$ cat config.mk
export PLATFORM = sky130hd
export DESIGN_NAME = wire_end_stamper
export DESIGN_NICKNAME = d
export VERILOG_FILES = /design/src/rtl/wes_pkg.sv /design/src/rtl/wes_mode_sel.sv /design/src/rtl/wes_idle_detect.sv /design/src/rtl/wes_stamp_fifo.sv /design/src/rtl/wire_end_stamper.sv
export SDC_FILE = /design/constraint.sdc
export NUM_CORES = 2
export LEC_CHECK = 0
export ABC_AREA = 1
export BUFFER_PORTS_ARGS = -buffer_cell sky130_fd_sc_hd__buf_4
export CAP_MARGIN = 10
export CELL_PAD_IN_SITES_DETAIL_PLACEMENT = 1
export CELL_PAD_IN_SITES_GLOBAL_PLACEMENT = 2
export CORE_MARGIN = 1
export CORE_UTILIZATION = 40
export DETAILED_ROUTE_END_ITERATION = 8
export MAX_ROUTING_LAYER = met4
export PLACE_DENSITY = 0.94
export SLEW_MARGIN = 20
export SYNTH_ARGS = -nofsm -noshare
export SYNTH_HDL_FRONTEND = slang
export SYNTH_SLANG_ARGS = --single-unit
$ cat constraint.sdc
create_clock -name clk -period 17.07 [get_ports clk]
set_input_delay 3.414 -clock clk [delete_from_list [all_inputs] [get_ports clk]]
set_output_delay 3.414 -clock clk [all_outputs]
set_load 0.03 [all_outputs]
$ cat src/rtl/wes_pkg.sv
package wes_pkg;
  parameter int unsigned WES_TICK_W = 32;
  parameter int unsigned WES_POS_W  = 16;

  typedef struct packed {
    logic [WES_POS_W-1:0]  pos;
    logic [WES_TICK_W-1:0] tick;
  } stamp_t;
endpackage

$ cat src/rtl/wes_mode_sel.sv
module wes_mode_sel #(
  parameter int unsigned BAUD_W   = 22,
  parameter int unsigned RDT_W    = 8,
  parameter int unsigned MARGIN_W = 10,
  parameter int unsigned CHAR_NUM = 9_000_000,
  parameter int unsigned STEP_US  = 2,
  localparam int unsigned PROD_W  = BAUD_W + ((MARGIN_W > RDT_W) ? MARGIN_W : RDT_W) + 4
) (
  input  logic                clk,
  input  logic                rst_n,
  input  logic [BAUD_W-1:0]   baud_hz,
  input  logic [RDT_W-1:0]    rdt_code,
  input  logic [MARGIN_W-1:0] margin_us,
  output logic                per_byte
);
  logic [PROD_W-1:0] late_side;
  logic [PROD_W-1:0] budget_side;
  logic              per_byte_d;

  // Cross-multiplied by baud_hz so no divider is needed.
  always_comb begin
    late_side   = PROD_W'(CHAR_NUM) + PROD_W'(margin_us) * PROD_W'(baud_hz);
    budget_side = PROD_W'(STEP_US) * PROD_W'(rdt_code) * PROD_W'(baud_hz);
    per_byte_d  = (late_side > budget_side);
  end

  always_ff @(posedge clk or negedge rst_n) begin
    if (!rst_n) per_byte <= 1'b1;
    else        per_byte <= per_byte_d;
  end
endmodule

$ cat src/rtl/wes_idle_detect.sv
module wes_idle_detect #(
  parameter int unsigned DIV_W     = 16,
  parameter int unsigned IDLE_BITS = 9,
  localparam int unsigned CNT_W    = DIV_W + $clog2(IDLE_BITS + 1)
) (
  input  logic             clk,
  input  logic             rst_n,
  input  logic             rx_line,
  input  logic             byte_stb,
  input  logic [DIV_W-1:0] baud_div,
  output logic             idle_evt,
  output logic [CNT_W-1:0] idle_span
);
  logic             armed_q, armed_d;
  logic [CNT_W-1:0] cnt_q, cnt_d;
  logic             cnt_en;

  always_comb begin
    idle_span = CNT_W'(IDLE_BITS) * CNT_W'(baud_div);
    idle_evt  = armed_q && rx_line && !byte_stb && (cnt_q == idle_span);
    armed_d   = armed_q;
    cnt_d     = cnt_q;
    cnt_en    = 1'b0;
    if (byte_stb) begin
      armed_d = 1'b1;
      cnt_d   = CNT_W'(1);
      cnt_en  = 1'b1;
    end else if (armed_q) begin
      if (!rx_line || idle_evt) begin
        armed_d = 1'b0;
      end else begin
        cnt_d  = cnt_q + CNT_W'(1);
        cnt_en = 1'b1;
      end
    end
  end

  always_ff @(posedge clk or negedge rst_n) begin
    if (!rst_n) begin
      armed_q <= 1'b0;
      cnt_q   <= '0;
    end else begin
      armed_q <= armed_d;
      if (cnt_en) cnt_q <= cnt_d;
    end
  end
endmodule

$ cat src/rtl/wes_stamp_fifo.sv
module wes_stamp_fifo
  import wes_pkg::*;
#(
  parameter int unsigned DEPTH  = 4,
  localparam int unsigned IDX_W = $clog2(DEPTH + 1)
) (
  input  logic                  clk,
  input  logic                  rst_n,
  input  logic                  push,
  input  stamp_t                push_ent,
  input  logic                  lk_en,
  input  logic [WES_POS_W-1:0]  lk_pos,
  output logic                  hit,
  output logic [WES_TICK_W-1:0] hit_tick,
  output logic                  overflow
);
  stamp_t           ent_q [DEPTH];
  stamp_t           ent_d [DEPTH];
  stamp_t           rm_ent[DEPTH];
  logic [DEPTH-1:0] vld_q, vld_d, rm_vld;
  logic [IDX_W-1:0] hit_idx, rm_cnt;
  logic             ovf_d;
  logic             wr_en;

  // Search: lowest index (oldest) match wins.
  always_comb begin
    hit      = 1'b0;
    hit_idx  = '0;
    hit_tick = '0;
    for (int i = DEPTH - 1; i >= 0; i--) begin
      if (vld_q[i] && ent_q[i].pos == lk_pos) begin
        hit      = 1'b1;
        hit_idx  = IDX_W'(i);
        hit_tick = ent_q[i].tick;
      end
    end
  end

  // Removal closes the gap, then the push lands on the compacted queue.
  always_comb begin
    for (int i = 0; i < DEPTH; i++) begin
      if (lk_en && hit && IDX_W'(i) >= hit_idx) begin
        rm_ent[i] = ent_q[(i + 1 < DEPTH) ? i + 1 : i];
        rm_vld[i] = (i + 1 < DEPTH) ? vld_q[(i + 1 < DEPTH) ? i + 1 : i] : 1'b0;
      end else begin
        rm_ent[i] = ent_q[i];
        rm_vld[i] = vld_q[i];
      end
    end
    rm_cnt = IDX_W'($countones(rm_vld));
    ent_d  = rm_ent;
    vld_d  = rm_vld;
    ovf_d  = overflow;
    if (push) begin
      if (rm_cnt == IDX_W'(DEPTH)) begin
        for (int i = 0; i < DEPTH - 1; i++) ent_d[i] = rm_ent[i + 1];
        ent_d[DEPTH-1] = push_ent;
        ovf_d          = 1'b1;
      end else begin
        for (int i = 0; i < DEPTH; i++) begin
          if (IDX_W'(i) == rm_cnt) begin
            ent_d[i] = push_ent;
            vld_d[i] = 1'b1;
          end
        end
      end
    end
    wr_en = push || lk_en;
  end

  always_ff @(posedge clk or negedge rst_n) begin
    if (!rst_n) begin
      vld_q    <= '0;
      overflow <= 1'b0;
    end else begin
      if (wr_en) vld_q <= vld_d;
      overflow <= ovf_d;
    end
  end

  always_ff @(posedge clk) begin
    if (wr_en) ent_q <= ent_d;
  end
endmodule

$ cat src/rtl/wire_end_stamper.sv
module wire_end_stamper
  import wes_pkg::*;
#(
  parameter int unsigned DEPTH     = 4,
  parameter int unsigned DIV_W     = 16,
  parameter int unsigned BAUD_W    = 22,
  parameter int unsigned RDT_W     = 8,
  parameter int unsigned MARGIN_W  = 10,
  parameter int unsigned IDLE_BITS = 9,
  localparam int unsigned SPAN_W   = DIV_W + $clog2(IDLE_BITS + 1),
  localparam int unsigned POS_W    = WES_POS_W,
  localparam int unsigned TICK_W   = WES_TICK_W
) (
  input  logic                clk,
  input  logic                rst_n,
  input  logic                rx_line,
  input  logic                byte_stb,
  input  logic [DIV_W-1:0]    baud_div,
  input  logic [BAUD_W-1:0]   baud_hz,
  input  logic [RDT_W-1:0]    rdt_code,
  input  logic [MARGIN_W-1:0] margin_us,
  input  logic                lookup_req,
  input  logic [POS_W-1:0]    lookup_pos,
  output logic                lookup_valid,
  output logic                lookup_found,
  output logic [TICK_W-1:0]   lookup_tick,
  output logic [TICK_W-1:0]   tick_now,
  output logic [POS_W-1:0]    rx_count,
  output logic                per_byte_mode,
  output logic                fifo_overflow
);
  logic              idle_evt;
  logic [SPAN_W-1:0] idle_span;
  logic              q_push, q_lk_en, q_hit;
  logic [TICK_W-1:0] q_tick;
  stamp_t            q_ent;

  logic              snap_v_q;
  stamp_t            snap_q, snap_d;
  logic              snap_en;
  logic              pb_hit;
  logic [POS_W-1:0]  count_d;
  logic              found_d;
  logic [TICK_W-1:0] res_tick_d;

  wes_mode_sel #(
    .BAUD_W(BAUD_W), .RDT_W(RDT_W), .MARGIN_W(MARGIN_W),
    .CHAR_NUM(IDLE_BITS * 1_000_000), .STEP_US(2)
  ) u_mode (
    .clk(clk), .rst_n(rst_n), .baud_hz(baud_hz), .rdt_code(rdt_code),
    .margin_us(margin_us), .per_byte(per_byte_mode)
  );

  wes_idle_detect #(.DIV_W(DIV_W), .IDLE_BITS(IDLE_BITS)) u_idle (
    .clk(clk), .rst_n(rst_n), .rx_line(rx_line), .byte_stb(byte_stb),
    .baud_div(baud_div), .idle_evt(idle_evt), .idle_span(idle_span)
  );

  wes_stamp_fifo #(.DEPTH(DEPTH)) u_fifo (
    .clk(clk), .rst_n(rst_n), .push(q_push), .push_ent(q_ent),
    .lk_en(q_lk_en), .lk_pos(lookup_pos), .hit(q_hit), .hit_tick(q_tick),
    .overflow(fifo_overflow)
  );

  always_comb begin
    count_d     = rx_count + POS_W'(1);
    q_push      = idle_evt && !per_byte_mode;
    q_ent.pos   = rx_count;
    q_ent.tick  = tick_now - TICK_W'(idle_span);   // backdate to the stop bit
    q_lk_en     = lookup_req && !per_byte_mode;
    snap_en     = byte_stb && per_byte_mode;
    snap_d.pos  = count_d;
    snap_d.tick = tick_now;
    pb_hit      = snap_v_q && (snap_q.pos == lookup_pos);
    found_d     = lookup_req && (per_byte_mode ? pb_hit : q_hit);
    res_tick_d  = '0;
    if (found_d) res_tick_d = per_byte_mode ? snap_q.tick : q_tick;
  end

  always_ff @(posedge clk or negedge rst_n) begin
    if (!rst_n) begin
      tick_now     <= '0;
      rx_count     <= '0;
      snap_v_q     <= 1'b0;
      lookup_valid <= 1'b0;
      lookup_found <= 1'b0;
      lookup_tick  <= '0;
    end else begin
      tick_now <= tick_now + TICK_W'(1);
      if (byte_stb) rx_count <= count_d;
      if (snap_en)  snap_v_q <= 1'b1;
      lookup_valid <= lookup_req;
      lookup_found <= found_d;
      lookup_tick  <= res_tick_d;
    end
  end

  always_ff @(posedge clk) begin
    if (snap_en) snap_q <= snap_d;
  end
endmodule

==> out/results.ini <==
[cts]
htree_levels = 2
cts_inserted_buffers = 43
cts_buffer_depth = 3
clk_pin_slew_ps = 60
root_buffer = clkbuf_16
cts_tree = yes
post_cts_buffers = 0
clock_sinks = 350
post_cts_resize_count = 0
holdBufCountCts = 0
worstSkewPairLatency_ps = 620

[global_route]
grt_pass1_vias = 39500
grt_max_degree = 73
grt_overflow = 0
grt_first_pass_wirelength_mm = 228
grt_usage_pct = 30.6
antenna_found_initial = 1

[layout]
fin_util_pct = 44.0
areaGrowthSynthToFinish_pct = 8.79
final_nets = 6081
stdcell_count = 6813
drive_gt1_share_pct = 6.74
stdcell_area_um2 = 42500

[floorplanning]
io_pins = 161
placementRows = 114
fp.dieW_um = 315
initial_core_util_pct = 40.4
core_um2 = 96700
fp.dieArea_um2 = 99000
die_h_um = 315

[drt]
drtIter0Drc = 2537
wl_per_cell_um = 21.6
wl_mm = 147
dr.pass1.iters = 5
vias_per_cell = 5.43
antenna_left = 0
num_vias = 37000
drc = 0

[placement]
place_hpwl_mm = 106
place_area_um2 = 41000
gp_congestion = 0.948
place_inst = 6732
pre_cts_slack_ps = 5670
numPortBuffers = 160

[logic_synthesis]
avgSynthCellArea_um2 = 7.06
synth_common_cells = 1788 x nand2_1, 1003 x inv_1, 359 x nand3_1
synth-async-reset-ratio_pct = 31.4
synthFlopType = edfxtp_1
synth_cells = 5532
synth_largest_area_cell = edfxtp_1
synth.most_common_cell = nand2_1
yosys.cell_types.count = 52
synth_area_leaders = edfxtp_1 18%, nand2_1 17%, fa_1 15%
ys_warn_count = 0
synth_seq_cells = 350
synth_top_cell_area_share_pct = 18.4
syn_area_um2 = 39100
synth_edf_count = 240
synth_nets = 6112
ys_seq_area_share_pct = 25.5

[timing]
hold_ws_ps = 483
relSlewSlack_pct = 21.4
grt_setup_unrepaired = no
tightest_slew_ps = 1180
skew_ps = 33.6
setup-tns-final_ps = 0
fmax_mhz = 89.7
setup_viol_count_final = 0
setup_slack_ps = 5920
period_minus_slack_ps = 11150
slew_violations = 0
hold_viol = 0
fin_crit_sh_pct = 65.3

[pwr]
powerDensity_nw_per_um2 = 142
ir_drop_mv = 0.131
leakage_nw = 23.0
power_mw = 6.02

[critical_path]
critPathKind = primary input to flip-flop
r2r-end = u_fifo.ent_q[183]
worstRegToRegCells = 23
reg2reg_from = u_fifo.ent_q[84]
cp_max_fo = 49
cp.arrival_ps = 11580
cp-start-kind = primary input
end_kind = flip-flop
r2r_setup_slack_ps = 8450
crit_required_ps = 17510

[worst_hold_path]
worstHoldStart = snap_v_q
hold-path-endpoint = snap_v_q
hold_path_class = flip-flop to flip-flop
min_path_cells = 1

[outcome]
status = finished clean

[run]
drv_cap = 0

-- worst max-delay path, cell delays in order --
cell and delay [ps]:
buf_4 160, xnor2_1 290, nand3_1 110, nor2_1 210
nand3_2 870, nand2_2 1220, nand2_1 100, nand2_1 580
nand2_2 100, o21ai_0 240, inv_1 70, ha_1 290
ha_1 230, fa_1 530, nor2_1 200, inv_1 150
nor2_4 100, buf_4 710, clkinv_1 1200, nand3_1 400
nand2_1 80, nand2_1 70, nand2_1 60, a21oi_1 140
-- logic make-up after synthesis --
group           after synthesis  synth area share, %
xor+xnor                    155                 3.51
fa+ha+maj                   503                 21.6
compound gates              571                 8.14
flops                       350                 25.5
buf+inv                    1288                 12.9
simple gates               2665                 28.4
-- cells in the final DEF, fill, tap and decap left out, types with 85 or more instances in the layout --
cell / Yosys / routed
o21ai_0: 149 / 149
a21oi_1: 253 / 252
dfrtp_1: 109 / 109
edfxtp_1: 240 / 240
buf_4: 30 / 190
ha_1: 219 / 219
nor2_1: 266 / 264
inv_1: 1003 / 1001
fa_1: 284 / 284
nand2_1: 1788 / 1784
nand4_1: 85 / 85
nand3_1: 359 / 357
xor2_1: 104 / 104
-- flip-flops by register name, summed over array words and instances, names as in the netlist --
register	count
lookup_found	1
lookup_tick	32
lookup_valid	1
rx_count	16
snap_q	48
snap_v_q	1
tick_now	32
u_fifo.ent_q	192
u_fifo.overflow	1
u_fifo.vld_q	4
u_idle.armed_q	1
u_idle.cnt_q	20
u_mode.per_byte	1
-- per-layer routing --
metal,vias to the layer above,wire length [um],track usage [%]
met5,-,0,-
met4,0,4310,8.96
met3,289,7810,3.48
met2,1029,73000,52.5
met1,18600,61800,37.8
li1,17100,-,-
-- cell type report --
class / instances / area, um^2
inverters: 1021 / 3830
diodes: 2 / 5.00
flip-flops and latches: 350 / 9960
clock buffers: 58 / 1270
well taps: 1276 / 1600
fillers: 12400 / 54200
clock inverters: 21 / 234
multi-input cells: 3894 / 24200
repair buffers: 191 / 1440
-- worst max path at each step --
stage / from / to / depth (start not counted)
2_1_floorplan: lookup_pos[10] / u_fifo.ent_q[0] / 25
3_3_place_gp: lookup_pos[4] / u_fifo.ent_q[168] / 24
3_5_place_dp: lookup_pos[4] / u_fifo.ent_q[168] / 24
4_1_cts: lookup_pos[4] / u_fifo.ent_q[168] / 24
5_1_grt: lookup_pos[4] / u_fifo.ent_q[187] / 24
6_report: lookup_pos[4] / u_fifo.ent_q[183] / 24
-- report_power, final --
group	total, mW	internal [mW]	switching (mW)
logic	3.87	1.41	2.46
clock network	1.01	0.587	0.419
registers	1.14	1.06	0.0856
(Power assumes the default switching activity.)
